## src/rtl/bsr_pkg.sv

```systemverilog
package bsr_pkg;

    parameter int PORT_W = 8;
    parameter int ADDR_W = 2;

    typedef enum logic [ADDR_W-1:0] {
        ADR_SET  = 2'd0,
        ADR_CLR  = 2'd1,
        ADR_CFG  = 2'd2,
        ADR_NONE = 2'd3
    } bsr_addr_e;

    typedef struct packed {
        logic set_en;
        logic clr_en;
        logic cfg_en;
    } bsr_cmd_t;

    function automatic bsr_cmd_t bsr_decode(input logic en, input logic [ADDR_W-1:0] adr);
        bsr_cmd_t c;
        c = '0;
        if (en) begin
            case (bsr_addr_e'(adr))
                ADR_SET: c.set_en = 1'b1;
                ADR_CLR: c.clr_en = 1'b1;
                ADR_CFG: c.cfg_en = 1'b1;
                default: c = '0;
            endcase
        end
        return c;
    endfunction

    function automatic logic bsr_next_bit(input logic cur, input logic d, input bsr_cmd_t c);
        logic n;
        n = cur;
        if (c.set_en && d)      n = 1'b1;
        else if (c.clr_en && d) n = 1'b0;
        return n;
    endfunction

endpackage

```

## src/rtl/bsr_wr_decode.sv

```systemverilog
module bsr_wr_decode
    import bsr_pkg::*;
(
    input  logic              wr_en,
    input  logic [ADDR_W-1:0] wr_addr,
    output bsr_cmd_t          cmd
);
    always_comb begin
        cmd = bsr_decode(wr_en, wr_addr);
    end
endmodule

```

## src/rtl/bsr_bit_reg.sv

```systemverilog
module bsr_bit_reg
    import bsr_pkg::*;
#(
    parameter int W = PORT_W
) (
    input  logic         clk,
    input  logic         rst,
    input  bsr_cmd_t     cmd,
    input  logic [W-1:0] data,
    output logic [W-1:0] port_q
);
    for (genvar i = 0; i < W; i++) begin : g_bit
        always_ff @(posedge clk) begin
            if (rst) port_q[i] <= 1'b0;
            else     port_q[i] <= bsr_next_bit(port_q[i], data[i], cmd);
        end
    end
endmodule

```

## src/rtl/bsr_sel_reg.sv

```systemverilog
module bsr_sel_reg
    import bsr_pkg::*;
#(
    parameter int W = PORT_W
) (
    input  logic         clk,
    input  logic         rst,
    input  bsr_cmd_t     cmd,
    input  logic [W-1:0] data,
    output logic [W-1:0] cfg_q
);
    always_ff @(posedge clk) begin
        if (rst)             cfg_q <= '0;
        else if (cmd.cfg_en) cfg_q <= data;
    end
endmodule

```

## src/rtl/bsr_pin_mux.sv

```systemverilog
module bsr_pin_mux #(
    parameter int W = bsr_pkg::PORT_W
) (
    input  logic [W-1:0] port_q,
    input  logic [W-1:0] cfg_q,
    input  logic [W-1:0] aux_in,
    output logic [W-1:0] pin_out
);
    for (genvar i = 0; i < W; i++) begin : g_pin
        always_comb begin
            if (cfg_q[i]) pin_out[i] = aux_in[i];
            else          pin_out[i] = ~port_q[i];
        end
    end
endmodule

```

## src/rtl/bsr_out_port.sv

```systemverilog
module bsr_out_port
    import bsr_pkg::*;
#(
    parameter int W = PORT_W
) (
    input  logic              clk,
    input  logic              rst,
    input  logic              wr_en,
    input  logic [ADDR_W-1:0] wr_addr,
    input  logic [W-1:0]      wr_data,
    input  logic [W-1:0]      aux_in,
    output logic [W-1:0]      pin_out
);
    bsr_cmd_t     cmd;
    logic [W-1:0] port_q;
    logic [W-1:0] cfg_q;

    bsr_wr_decode u_dec (
        .wr_en   (wr_en),
        .wr_addr (wr_addr),
        .cmd     (cmd)
    );

    bsr_bit_reg #(.W(W)) u_latch (
        .clk    (clk),
        .rst    (rst),
        .cmd    (cmd),
        .data   (wr_data),
        .port_q (port_q)
    );

    bsr_sel_reg #(.W(W)) u_sel (
        .clk   (clk),
        .rst   (rst),
        .cmd   (cmd),
        .data  (wr_data),
        .cfg_q (cfg_q)
    );

    bsr_pin_mux #(.W(W)) u_mux (
        .port_q  (port_q),
        .cfg_q   (cfg_q),
        .aux_in  (aux_in),
        .pin_out (pin_out)
    );
endmodule

```

## config.mk

```make
export PLATFORM = sky130hd
export DESIGN_NAME = bsr_out_port
export DESIGN_NICKNAME = d
export VERILOG_FILES = /design/src/rtl/bsr_pkg.sv /design/src/rtl/bsr_wr_decode.sv /design/src/rtl/bsr_bit_reg.sv /design/src/rtl/bsr_sel_reg.sv /design/src/rtl/bsr_pin_mux.sv /design/src/rtl/bsr_out_port.sv
export SDC_FILE = /design/constraint.sdc
export NUM_CORES = 1
export LEC_CHECK = 0
export CAP_MARGIN = 10
export CORE_UTILIZATION = 39
export DETAILED_ROUTE_END_ITERATION = 10
export GPL_TIMING_DRIVEN = 0
export PLACE_DENSITY_LB_ADDON = 0.3
export REMOVE_ABC_BUFFERS = 1
export SYNTH_ARGS = -nofsm -noshare
export SYNTH_HDL_FRONTEND = slang
export SYNTH_SLANG_ARGS = --single-unit
export TNS_END_PERCENT = 30
```

## constraint.sdc

```tcl
create_clock -name clk -period 0.85 [get_ports clk]
set_clock_uncertainty 0.05 [all_clocks]
set_input_delay 0.17 -clock clk [delete_from_list [all_inputs] [get_ports clk]]
set_output_delay 0.17 -clock clk [all_outputs]
set_load 0.05 [all_outputs]
```

==> flow_summary.ini <==
[status]
outcome = finished with violations
violations = design-rule violations, negative setup slack

[route]
routed-via-count = 695
drt-initial-drc-count = 6
vias_per_cell = 4.83
drtPass1Iterations = 7
wire_per_inst_um = 12.0
ant_nets = 0
wl_um = 1730
route.detailed.drc = 1

[global_route]
grt_pass1_vias = 637
grt_antenna_before_repair = 0
busiest_layer = met2
use_met1 = 0.185
met2_usage = 0.288
grt_max_degree = 26
grt_use_total = 0.161
grtUsageMet3 = 0.0340
grt.overflow.total = 0
grt_pass1_wl_um = 2530

[final_layout]
diodes = 0
nets = 139
drive_above_1_share = 0.376
area_growth_pct = 50.5
regArea_sq_um = 337
multi_input_area_sq_um = 498
fin_area_sq_um = 1220
n_fill_cell = 191

[pwr]
p_clk_frac = 0.293
p_sw_mw = 0.445
power_density_nw_per_um2 = 1380
leakage_nw = 0.481
comb_power_share = 0.230
power.share.sequential = 0.477
p_int_mw = 1.24
ir_worst_vdd_uv = 967
power.share.switching = 0.264

[logic_synthesis]
synth_seq_cells = 16
yosysMostFrequentCell = nand2b_1
yosys_warnings = 0
synth_edf_count = 0
yosysTopAreaCell = dfxtp_1
synth_common_cells = nand2b_1 (24), dfxtp_1 (16), mux2i_1 (16)
postSynth.asyncResetShare = 0
syn_inst = 87
yosys-top-cells-area = dfxtp_1 (40%), mux2i_1 (20%), nand2b_1 (19%)
syn_area_per_cell_sq_um = 9.32
yosysSeqAreaShare = 0.395
syn_area_sq_um = 811
ys.flop_type = dfxtp_1
synth_cell_types = 11
synth_top_area_frac = 0.395

[sta]
finalHoldViolCount = 0
worst_slew_pin_slew_ns = 0.587
fmax_mhz = 851
fin_crit_sh = 1.38
relSlewSlack = 0.608
min_period_ns = 1.17
whs_ns = 0.338
rsz0062_at_grt = yes
drv_slew = 0
setup_viol = 24
fin_ws_ns = -0.324

[cts]
cts.sinks = 16
tritoncts = built
root_buffer = clkbuf_4
cts_buffers = 3
clk_pin_slew_worst_paths_ns = 0.09
clk_latency_ns = 0.28
h-tree-depth = 1
clock_path_buffers = 2

[floorplanning]
coreArea_sq_um = 1960
rows = 16
die-area_sq_um = 2270
die_h_um = 47.6
ios = 29
fp.dieW_um = 47.6
start_util = 0.413

[worst_setup_path]
worstPathRequired_ns = 0.63
endpoint_kind = output port
r2r-start = u_latch.port_q[2]$_SDFFE_PP0P_
r2r_cells = 3
r2r_slack_ns = 0.09
cp_data_arrival_time_ns = 0.95
critPathKind = flip-flop to output port
r2r-end = u_latch.port_q[2]$_SDFFE_PP0P_
worstPathMaxFanout = 3
start_kind = flip-flop

[worst_hold_path]
hold_depth = 3
hold_class = input pin to flip-flop
holdPathEnd = u_latch.port_q[4]$_SDFFE_PP0P_
holdCritStartpoint = wr_en

[flow_run]
max_cap_violations = 0

[placed_design]
io_buffers = 28
gp_congestion = 0.681
post_dp_cell_area_sq_um = 1090
hpwl_um = 1170
-- cell families after synthesis --
logic type / after synthesis / share of synthesized area
buf+inv: 5 / 0.0432
simple gates: 42 / 0.315
flops: 16 / 0.395
mux: 16 / 0.198
compound gates: 8 / 0.0494
-- flip-flops by register name (all words and copies together), names as in the netlist --
signal	flops
u_latch.port_q	8
u_sel.cfg_q	8
-- worst max-delay path by stage --
stage | start | endpoint | slack [ns]
final | u_sel.cfg_q[3]$_SDFFE_PP0P_ | pin_out[3] | -0.32
after global routing | u_sel.cfg_q[3]$_SDFFE_PP0P_ | pin_out[3] | -0.38
after CTS | u_sel.cfg_q[3]$_SDFFE_PP0P_ | pin_out[3] | -0.34
after detailed placement | aux_in[2] | pin_out[2] | -0.97
after global placement | wr_en | u_sel.cfg_q[5]$_SDFFE_PP0P_ | -0.95
after floorplan | u_sel.cfg_q[0]$_SDFFE_PP0P_ | pin_out[0] | -0.77
-- layer usage --
metal | routed length [um] | vias up | part of all wire
li1 | - | 350 | -
met1 | 749 | 327 | 0.43
met2 | 894 | 16 | 0.52
met3 | 66 | 2 | 0.038
met4 | 14 | 0 | 0.0081
met5 | 0 | - | 0
-- worst max-delay path, cell delays in order, from the launching register on --
cell	delay, ns
dfxtp_2	0.36
nand2_1	0.06
o21ai_1	0.09
buf_6	0.18
-- per-stage QoR --
step	utilization	setup WS, ns	power, mW	TNS, ns	cells
floorplan	-	-0.773	0.987	-6.74	82
global placement	0.555	-0.945	1.16	-21.36	137
detailed placement	0.555	-0.965	1.17	-21.42	137
CTS	0.606	-0.340	1.70	-4.64	143
global route	0.622	-0.378	1.78	-6.50	144
finish	0.622	-0.324	1.68	-4.53	144
-- cell usage in the layout (no fill, tap or decap), drive strengths merged --
cell            n
nand2b         24
mux2i          16
dfxtp          16
clkdlybuf4s50  15
buf            11
nand3b          8
o21ai           8
nand2           8
clkbuf          4
dlygate4sd2     3
clkdlybuf4s15   2
and3b           1
or2             1
-- area by class of cell --
type | count | share of cell area
tap | 27 | 0.0277
sequential | 16 | 0.276
multi-input combinational | 66 | 0.408
timing repair buffer | 31 | 0.258
clock buffer | 4 | 0.0297
-- timing repair --
item	4_1_cts	5_1_grt
pin swaps	5	4
cloned	0	0
hold buffers	0	0
resized for setup	99	10
buffers inserted	2	1
endpoints found under the setup margin	24	24
-- power groups by stage --
stage	combinational [mW]	sequential, mW	clock [mW]
floorplan	0.183	0.804	0
global placement	0.355	0.807	0
detailed placement	0.361	0.808	0
CTS	0.381	0.800	0.516
global route	0.413	0.806	0.565
finish	0.387	0.803	0.494
(Power assumes the default switching activity.)
